<file path="src/rtl/timer_pkg.sv">
`timescale 1ns/1ps
package timer_pkg;
  localparam int CTRL_W   = 11;
  localparam int B_DOWN   = 1;
  localparam int B_RELOAD = 4;
  localparam int B_IE     = 6;
  localparam int B_RUN    = 7;
  localparam int B_FLAG   = 8;

  typedef enum logic [1:0] {
    REG_CTRL  = 2'd0,
    REG_START = 2'd1,
    REG_COUNT = 2'd2,
    REG_NONE  = 2'd3
  } reg_sel_e;
endpackage

</file>
<file path="src/rtl/timer_regdec.sv">
`timescale 1ns/1ps
module timer_regdec
  import timer_pkg::*;
#(
  parameter int NUM_CH = 2,
  parameter int CH_W   = 1,
  localparam int ADDR_W = CH_W + 2
) (
  input  logic [ADDR_W-1:0] addr,
  input  logic              wr_en,
  output logic [CH_W-1:0]   ch_idx,
  output logic              ch_ok,
  output reg_sel_e          reg_sel,
  output logic [NUM_CH-1:0] ctrl_we,
  output logic [NUM_CH-1:0] start_we
);
  always_comb begin
    ch_idx  = addr[ADDR_W-1:2];
    reg_sel = reg_sel_e'(addr[1:0]);
    ch_ok   = (32'(ch_idx) < 32'(NUM_CH));
    for (int c = 0; c < NUM_CH; c++) begin
      ctrl_we[c]  = wr_en && ch_ok && (ch_idx == CH_W'(c)) && (reg_sel == REG_CTRL);
      start_we[c] = wr_en && ch_ok && (ch_idx == CH_W'(c)) && (reg_sel == REG_START);
    end
  end
endmodule

</file>
<file path="src/rtl/timer_channel.sv">
`timescale 1ns/1ps
module timer_channel
  import timer_pkg::*;
#(
  parameter int DATA_W = 32
) (
  input  logic              clk,
  input  logic              rst_n,
  input  logic              ctrl_we,
  input  logic              start_we,
  input  logic [DATA_W-1:0] wdata,
  output logic [CTRL_W-1:0] ctrl_q,
  output logic [DATA_W-1:0] start_q,
  output logic [DATA_W-1:0] count_q,
  output logic              run_q,
  output logic              irq_req
);
  logic at_end;

  always_comb begin
    at_end  = ctrl_q[B_DOWN] ? (count_q == '0) : (count_q == '1);
    irq_req = ctrl_q[B_FLAG] & ctrl_q[B_IE];
  end

  always_ff @(posedge clk or negedge rst_n) begin
    if (!rst_n) begin
      ctrl_q  <= '0;
      start_q <= '0;
      count_q <= '0;
      run_q   <= 1'b0;
    end else begin
      if (start_we) start_q <= wdata;
      if (ctrl_we) begin
        ctrl_q <= wdata[CTRL_W-1:0] & ~(CTRL_W'(1) << B_FLAG);
        if (wdata[B_RUN]) begin
          run_q   <= 1'b1;
          count_q <= start_q;
        end else begin
          run_q <= 1'b0;
        end
      end else if (run_q) begin
        if (at_end) begin
          ctrl_q[B_FLAG] <= 1'b1;
          if (ctrl_q[B_RELOAD]) count_q <= start_q;
          else                  run_q   <= 1'b0;
        end else if (ctrl_q[B_DOWN]) begin
          count_q <= count_q - 1'b1;
        end else begin
          count_q <= count_q + 1'b1;
        end
      end
    end
  end
endmodule

</file>
<file path="src/rtl/timer_irq_merge.sv">
`timescale 1ns/1ps
module timer_irq_merge #(
  parameter int NUM_CH = 2
) (
  input  logic [NUM_CH-1:0] req,
  output logic              irq
);
  always_comb begin
    irq = 1'b0;
    for (int c = 0; c < NUM_CH; c++) irq = irq | req[c];
  end
endmodule

</file>
<file path="src/rtl/dual_interval_timer.sv">
`timescale 1ns/1ps
module dual_interval_timer
  import timer_pkg::*;
#(
  parameter int NUM_CH = 2,
  parameter int DATA_W = 32,
  localparam int CH_W   = (NUM_CH > 1) ? $clog2(NUM_CH) : 1,
  localparam int ADDR_W = CH_W + 2
) (
  input  logic              clk,
  input  logic              rst_n,
  input  logic [ADDR_W-1:0] bus_addr,
  input  logic              bus_wr_en,
  input  logic [DATA_W-1:0] bus_wdata,
  input  logic              bus_rd_en,
  output logic [DATA_W-1:0] bus_rdata,
  output logic              irq
);
  logic [CH_W-1:0]                ch_idx;
  logic                           ch_ok;
  reg_sel_e                       reg_sel;
  logic [NUM_CH-1:0]              ctrl_we, start_we, run_v, req_v;
  logic [NUM_CH-1:0][CTRL_W-1:0]  ctrl_v;
  logic [NUM_CH-1:0][DATA_W-1:0]  start_v, cnt_v;
  logic [DATA_W-1:0]              rd_next;

  timer_regdec #(.NUM_CH(NUM_CH), .CH_W(CH_W)) u_dec (
    .addr(bus_addr), .wr_en(bus_wr_en), .ch_idx(ch_idx), .ch_ok(ch_ok),
    .reg_sel(reg_sel), .ctrl_we(ctrl_we), .start_we(start_we)
  );

  for (genvar c = 0; c < NUM_CH; c++) begin : g_ch
    timer_channel #(.DATA_W(DATA_W)) u_ch (
      .clk(clk), .rst_n(rst_n), .ctrl_we(ctrl_we[c]), .start_we(start_we[c]),
      .wdata(bus_wdata), .ctrl_q(ctrl_v[c]), .start_q(start_v[c]),
      .count_q(cnt_v[c]), .run_q(run_v[c]), .irq_req(req_v[c])
    );
  end

  timer_irq_merge #(.NUM_CH(NUM_CH)) u_irq (.req(req_v), .irq(irq));

  always_comb begin
    rd_next = '0;
    for (int c = 0; c < NUM_CH; c++) begin
      if (ch_ok && (ch_idx == CH_W'(c))) begin
        case (reg_sel)
          REG_CTRL:  rd_next = DATA_W'(ctrl_v[c]);
          REG_START: rd_next = start_v[c];
          REG_COUNT: rd_next = cnt_v[c];
          default:   rd_next = '0;
        endcase
      end
    end
  end

  always_ff @(posedge clk or negedge rst_n) begin
    if (!rst_n)         bus_rdata <= '0;
    else if (bus_rd_en) bus_rdata <= rd_next;
  end
endmodule

</file>
<file path="config.mk">
export PLATFORM = sky130hd
export DESIGN_NAME = dual_interval_timer
export DESIGN_NICKNAME = d
export VERILOG_FILES = /design/src/rtl/timer_pkg.sv /design/src/rtl/timer_regdec.sv /design/src/rtl/timer_channel.sv /design/src/rtl/timer_irq_merge.sv /design/src/rtl/dual_interval_timer.sv
export SDC_FILE = /design/constraint.sdc
export NUM_CORES = 1
export LEC_CHECK = 0
export ABC_AREA = 1
export BUFFER_PORTS_ARGS = -buffer_cell sky130_fd_sc_hd__buf_4
export CAP_MARGIN = 10
export CORE_MARGIN = 2
export CORE_UTILIZATION = 60
export DETAILED_ROUTE_END_ITERATION = 7
export GPL_ROUTABILITY_DRIVEN = 0
export GPL_TIMING_DRIVEN = 0
export PLACE_DENSITY_LB_ADDON = 0.12
export RECOVER_POWER = 50
export SLEW_MARGIN = 20
export SYNTH_ARGS = -nofsm -noshare
export SYNTH_HDL_FRONTEND = slang
export SYNTH_HIERARCHICAL = 1
export SYNTH_SLANG_ARGS = --single-unit
</file>
<file path="constraint.sdc">
create_clock -name clk -period 6.7 [get_ports clk]
set_input_delay 0.67 -clock clk [delete_from_list [all_inputs] [get_ports clk]]
set_output_delay 0.67 -clock clk [all_outputs]
set_load 0.005 [all_outputs]
</file>
==> results of run 1 <==
==> through the flow <==
step	hold WS [ps]	cells	util [%]	instance area [um^2]
after floorplan	374	2568	-	15200
after global placement	456	2968	64.5	16100
after detailed placement	459	2969	64.6	16200
after CTS	230	3001	67.0	16800
after global routing	255	3001	67.0	16800
final	193	3001	67.0	16800
==> worst max-delay path: stages, from the launching register on <==
cell and delay, ps:
dfrtp_2 870, ha_1 360, nand2_1 120, nor2_1 200, inv_1 70, nor2_1 300
nand4_1 260, nand4_1 160, nand3_1 150, nand3_1 100, nand2_1 50
==> layout by cell type, fill, tap and decap left out, types with 3 or more instances in the layout <==
cell | Yosys | final
a21oi_1 | 30 | 30
and3_1 | 8 | 8
buf_1 | 5 | 5
buf_2 | 13 | 13
buf_4 | 14 | 81
buf_6 | 20 | 20
clkbuf_1 | 23 | 26
clkbuf_16 | 0 | 17
clkinv_8 | 0 | 3
dfrtp_1 | 184 | 182
ha_1 | 60 | 60
inv_1 | 365 | 365
inv_2 | 3 | 3
inv_6 | 0 | 3
inv_8 | 0 | 5
mux2_2 | 16 | 16
nand2_1 | 1228 | 1228
nand3_1 | 220 | 220
nand4_1 | 28 | 28
nor2_1 | 217 | 217
nor3_1 | 4 | 4
o21ai_0 | 58 | 58
o21ai_1 | 26 | 26
o21ai_2 | 4 | 4
xnor2_1 | 14 | 14
xor2_1 | 4 | 4
==> flip-flops by register name (all words and copies together) (netlist names) <==
signal / cells
g_ch.u_ch/run_q: 2
g_ch.u_ch/ctrl_q: 22
g_ch.u_ch/start_q: 64
g_ch.u_ch/count_q: 64
bus_rdata: 32
==> power by group <==
group	switching, mW	internal, mW	leakage (nW)	total (mW)
combinational	2.39	1.33	7.19	3.72
clock	0.500	0.539	0.298	1.04
sequential	0.525	1.42	2.30	1.95
total	3.42	3.29	9.79	6.71
==> cell usage after synthesis, types with 3 or more instances <==
master	count
a21oi_1	30
and3_1	8
buf_1	5
buf_2	13
buf_4	14
buf_6	20
clkbuf_1	23
dfrtp_1	184
ha_1	60
inv_1	365
inv_2	3
mux2_2	16
nand2_1	1228
nand3_1	220
nand4_1	28
nor2_1	217
nor3_1	4
o21ai_0	58
o21ai_1	26
o21ai_2	4
xnor2_1	14
xor2_1	4
==> cell families after synthesis <==
logic type                 Yosys count  share of synthesized area (%)
and+or+nand+nor                   1720                           45.6
buffers and inverters              445                           12.5
AOI/OAI and AO/OA                  122                           4.20
DFF                                184                           30.3
other                                1                         0.0247
muxes                               16                           1.19
xor gates and xnor gates            18                           1.04
adders and majority gates           62                           5.20
==> layer usage <==
metal | GRT usage [%] | vias up | wire, um
met5 | 0 | - | 0
met4 | 17.6 | 0 | 2300
met3 | 4.04 | 126 | 2980
met2 | 59.7 | 653 | 22300
met1 | 45.3 | 7343 | 19200
li1 | - | 8025 | -
==> path summary, 6_finish.rpt <==
kind / cells after the start / end / slack [ps]
max: 10 / g_ch[1].u_ch/count_q[19] / 3930
min: 1 / g_ch[0].u_ch/count_q[27] / 190
max reg2reg: 10 / g_ch[1].u_ch/count_q[19] / 3930
min reg2reg: 2 / bus_rdata[7] / 480
max in group asynchronous: 2 / g_ch[1].u_ch/start_q[2] / 5540
min in group clk: 3 / g_ch[0].u_ch/start_q[23] / 450
==> area by class of cell <==
class | count | share of cell area, %
plain buffers | 75 | 2.96
multi-input cells | 1939 | 51.9
inverters | 370 | 8.31
well taps | 330 | 2.46
flip-flops and latches | 184 | 27.5
clock buffers | 18 | 2.56
clock inverters | 14 | 1.07
repair buffers | 71 | 3.32
==> summary.md, run 1 <==
| Metric | Value |
|---|---|
| Outcome | `finished clean` |
| Dominant cell type by area after synthesis | `nand2_1` |
| Peak Freq | `0.361 GHz` |
| Post-CTS setup buffer count | `0` |
| Syn_area_per_cell | `approximately 5.9 um^2` |
| Post-synthesis instance total | `2568` |
| Nets | `2759` |
| Pwr dens | `400 mW/mm^2` |
| Leakage | `9.79 nW` |
| Die area | `roughly 0.027 mm^2` |
| Reg area | `0.00461 mm^2` |
| Post-place setup slack | `about 4000 ps` |
| Number of buffers created by CTS | `17` |
| Core area | `0.0250 mm^2` |
| Post-synthesis sequential area ratio | `30.3%` |
| Drt pass-1 iters | `6` |
| Fin crit share | `41.4%` |
| Clk_lat worst skew | `roughly 450 ps` |
| Layout cells sized above 1 | `7.00%` |
| Total power | `6.71 mW` |
| Number of max-cap violations | `0` |
| Final setup fails | `0` |
| RSZ-0062 raised after global routing | `false` |
| Initial antenna violation count | `0` |
| Total GRT Usage | `a little over a third` |
| Maximum root-to-sink buffer count | `2` |
| Final hold violations | `0` |
| Die boundary height | `163 um` |
| Setup crit start | `g_ch[1].u_ch/ctrl_q[1]` |
| Root Buffer | `clkbuf_16` |
| Hold crit path type | `in2async` |
| Largest net degree at the start of global routing | `102` |
| Synth Register Bits | `184` |
| Fill cells | `~2400` |
| Slew margin rel. | `48.0%` |
| Predominant post-synthesis flop cell | `dfrtp_1` |
| RR Startpoint | `g_ch[1].u_ch/ctrl_q[1]` |
| Setup TNS | `0 ps` |
| Worst Path Max Fanout | `35` |
| CTS H-tree lvls | `4` |
| Area Overhead vs Synth | `10.4%` |
| Net count after synthesis | `approximately 2700` |
| Final clock skew | `17.3 ps` |
| Synth Cell Area | `0.0152 mm^2` |
| Num Clock Sinks | `184` |
| Setup ws final | `3930 ps` |
| DRC | `0` |
| Minimum clock period | `2770 ps` |
| Peak supply drop | `about 0.00024 V` |
| Req. time, crit path | `around 7000 ps` |
| Routed length per placed instance | `15.6 um` |
| Clock transition at the registers of the reported paths | `about 80 ps` |
| Synth async-reset ratio | `100%` |
| Multi-input logic area | `0.00870 mm^2` |
| WS Path Type | `reg2reg` |
| Least-Margin Pin Slew | `779 ps` |
| Worst Setup End Kind | `flip-flop` |
| Vias in the first global route | `approximately 15000` |
| DP Wirelength | `approximately 37000 um` |
| Max-slew violations | `0` |
| CTS tree | `yes` |
| Yosys top cell area share | `30.3%` |
| Row Count | `58` |
| Final WL | `46800 um` |
| Vias | `roughly 16000` |
| Synth unique cells | `35` |
| Synth Warn # | `6` |
| Area contributors post-synth | `nand2_1 30%, dfrtp_1 30%, inv_1 9.0%, nand3_1 7.2%, nor2_1 5.4%` |
| Vias per cell | `5.38` |
| Io pins | `72` |
| Critical Path AT | `3100 ps` |
| Die width | `between 150 and 200 um` |
| Post-CTS Resized | `0` |
| Antenna cell count | `0` |
| Count of input and output buffers | `70` |
| Startpoint types | `flip-flop` |
| Post-synth EDFFs | `0` |
| GRT overflow | `0` |
| Cts hold-fix bufs | `0` |
| Antenna viol nets, final | `0` |
| Initial core utilization | `60.7%` |
| DR iter-0 viols | `1633` |
| First-pass GRT wire length | `74100 um` |
No activity file was read; power rests on OpenSTA's default activity.
==> run 2, diff against run 1 <==
Settings changed: CORE_UTILIZATION 60 to 57.
Clock period 6.7 ns to 2.3 ns, I/O delays scaled along.
==> run 2 against run 1 <==
Compared with the run above: the flow now finishes with violations (design-rule violations); die area grew 5.1%; total power rose to 3.2 times the previous value; cell count is 1.0% higher; cell area is 7.7% higher; hold slack got worse by 170 ps; count of clock-buffer cells in the layout shrank 1; utilization rose by 2.1 points; non-clock buffer count rose by 26; clock skew is 4.5 ps lower; highest routed layer unchanged.
==> summary.md, run 2 (synthesized netlist as in run 1, its figures left out) <==
| Metric | Value |
|---|---|
| Outcome | `finished with violations` |
| Failing checks | `design-rule violations` |
| Clock transition at the registers of the reported paths | `80 ps (about the same)` |
| WS Path Type | `reg2reg` |
| Final clock skew | `12.8 ps (-4.46 ps)` |
| Worst Setup End Kind | `flip-flop` |
| Worst hold stages | `3` |
| Die area | `0.0280 mm^2 (+5.1%)` |
| Minimum clock period | `2290 ps (-479 ps)` |
| Setup ws final | `5.19 ps (-3920 ps)` |
| First-pass GRT wire length | `78400 um (+5.9%)` |
| Die boundary height | `167 um (+2.5%)` |
| Leakage | `9.92 nW (+1.4%)` |
| Initial core utilization | `58.2% (-2.5 points)` |
| Worst Setup EP | `g_ch[0].u_ch/count_q[13]` |
| Startpoint types | `flip-flop` |
| Io pins | `72 (unchanged)` |
| Req. time, crit path | `2640 ps (-4390 ps)` |
| DRC | `1 (+1)` |
| Fin crit share | `99.8% (+58 points)` |
| Max-slew violations | `0 (unchanged)` |
| Final hold violations | `0 (unchanged)` |
| Least-Margin Pin Slew | `1040 ps (+265 ps)` |
| Maximum root-to-sink buffer count | `2 (unchanged)` |
| Die width | `167 um (+2.5%)` |
| RR Startpoint | `g_ch[0].u_ch/ctrl_q[1]` |
| Reg2Reg Depth | `13 (+3)` |
| Multi-input logic area | `0.00970 mm^2 (+11%)` |
| Number of buffers created by CTS | `17 (unchanged)` |
| Count of input and output buffers | `70 (unchanged)` |
| Setup TNS | `0 ps (unchanged)` |
| Root Buffer | `clkbuf_16` |
| Slew margin rel. | `30.4% (-18 points)` |
| Reg area | `0.00461 mm^2 (+0.11%)` |
| Total GRT Usage | `35.0% (-0.44 points)` |
| Number of max-cap violations | `0 (unchanged)` |
| Routed length per placed instance | `16.8 um (+7.5%)` |
| Drt pass-1 iters | `8 (+2)` |
| Largest regs | `g_ch.u_ch/count_q: 64 flops, g_ch.u_ch/start_q: 64 flops, bus_rdata: 32 flops` |
| GRT overflow | `0 (unchanged)` |
| CTS tree | `yes` |
| Clk_lat worst skew | `440 ps (about the same)` |
| Initial antenna violation count | `0 (unchanged)` |
| Area Overhead vs Synth | `18.9%` |
| DR iter-0 viols | `1789 (+9.6%)` |
| Utilization after layout | `69.2% (+2.1 points)` |
| Post-place setup slack | `-381 ps (-4400 ps)` |
| Antenna viol nets, final | `0 (unchanged)` |
| Most common cell after layout, fill and taps aside | `nand2_1` |
| Total power | `21.8 mW (+220%)` |
| Vias | `16800 (+4.0%)` |
| Flop-to-flop setup slack | `5 ps (-3920 ps)` |
| Largest net degree at the start of global routing | `77 (-25%)` |
| Pwr dens | `1210 mW/mm^2 (+200%)` |
| Final setup fails | `0 (unchanged)` |
| Vias in the first global route | `15600 (+6.4%)` |
| Core area | `0.0261 mm^2 (+4.4%)` |
| Peak Freq | `0.436 GHz (+21%)` |
| Setup crit start | `g_ch[0].u_ch/ctrl_q[1]` |
| Final WL | `50800 um (+8.6%)` |
| Reg2reg end | `g_ch[0].u_ch/count_q[13]` |
| Layout cells sized above 1 | `14.3% (+7.3 points)` |
| Critical Path AT | `2630 ps (-470 ps)` |
| RSZ-0062 raised after global routing | `true` |
| Hold crit path type | `in2reg` |
| Antenna cell count | `0 (unchanged)` |
| Num Clock Sinks | `184 (unchanged)` |
| CTS H-tree lvls | `4 (unchanged)` |
| Peak supply drop | `0.000803 V (+230%)` |
| Most frequent cells in the layout | `1172 x nand2_1, 360 x inv_1, 208 x nand3_1` |
| Worst Path Max Fanout | `8 (-77%)` |
| Nets | `2785 (+0.94%)` |
| Fill cells | `2345 (-0.26%)` |
| DP Wirelength | `37900 um (+2.6%)` |
| Vias per cell | `5.54 (+2.9%)` |
| Row Count | `59 (+1.7%)` |
-- run 2: metrics by stage --
stage	instance area (um^2)	hold slack, ps	cells
detailed placement	16200	129	2975
global route	18100	36.8	3032
CTS	17000	13.5	3016
finish	18100	20.6	3032
global placement	16100	455	2973
floorplan	15200	-65.6	2568
-- run 2: worst min-delay path by stage --
stage	startpoint	endpoint	slack, ps
finish	bus_wdata[29]	g_ch[0].u_ch/start_q[29]	20
global route	bus_wdata[30]	g_ch[1].u_ch/start_q[30]	40
CTS	bus_wdata[29]	g_ch[0].u_ch/start_q[29]	10
global placement	g_ch[1].u_ch/ctrl_q[9]	g_ch[1].u_ch/ctrl_q[9]	460
detailed placement	rst_n	g_ch[0].u_ch/count_q[27]	130
floorplan	rst_n	bus_rdata[0]	-70
-- run 2: critical path: stages (launching register included) --
cell,delay [ps]
dfrtp_4,570
clkbuf_16,230
clkinvlp_4,170
nor2_2,130
nand3_1,90
nor2_2,190
nand3_1,110
nand2_2,110
nand2_2,60
nand2_2,80
nand2_4,120
clkbuf_16,190
nand3_1,90
nand2_1,50
-- run 2: cell type report --
cell class	count	share of cell area, %
Clock inverter	15	0.879
Sequential cell	184	25.5
Clock buffer	17	2.35
Tap cell	335	2.32
Multi-Input combinational cell	1939	53.7
Inverter	370	7.73
Buffer	75	2.75
Timing Repair Buffer	97	4.80
-- run 2: report_power, final --
group	switching, mW	leakage, nW	internal, mW
clock	1.45	0.285	1.46
sequential	1.64	2.30	4.14
combinational	8.02	7.33	5.07
total	11.1	9.92	10.7
-- run 2: timing repair --
| action | 4_1_cts | 5_1_grt |
|---|---|---|
| gates resized for setup | 29 | 210 |
| setup buffers | 8 | 13 |
| gates cloned | 0 | 3 |
| endpoints found under the setup margin | 66 | 48 |
| pin swaps | 0 | 22 |
| hold endpoints to repair | 37 | 0 |
| hold buffers | 1 | 0 |
-- run 2: per-layer routing --
metal	up-vias	routed length (um)	global-route usage (%)
li1	8092	-	-
met1	7736	20300	44.7
met2	776	24500	60.4
met3	189	3020	3.43
met4	0	3030	15.9
met5	-	0	0
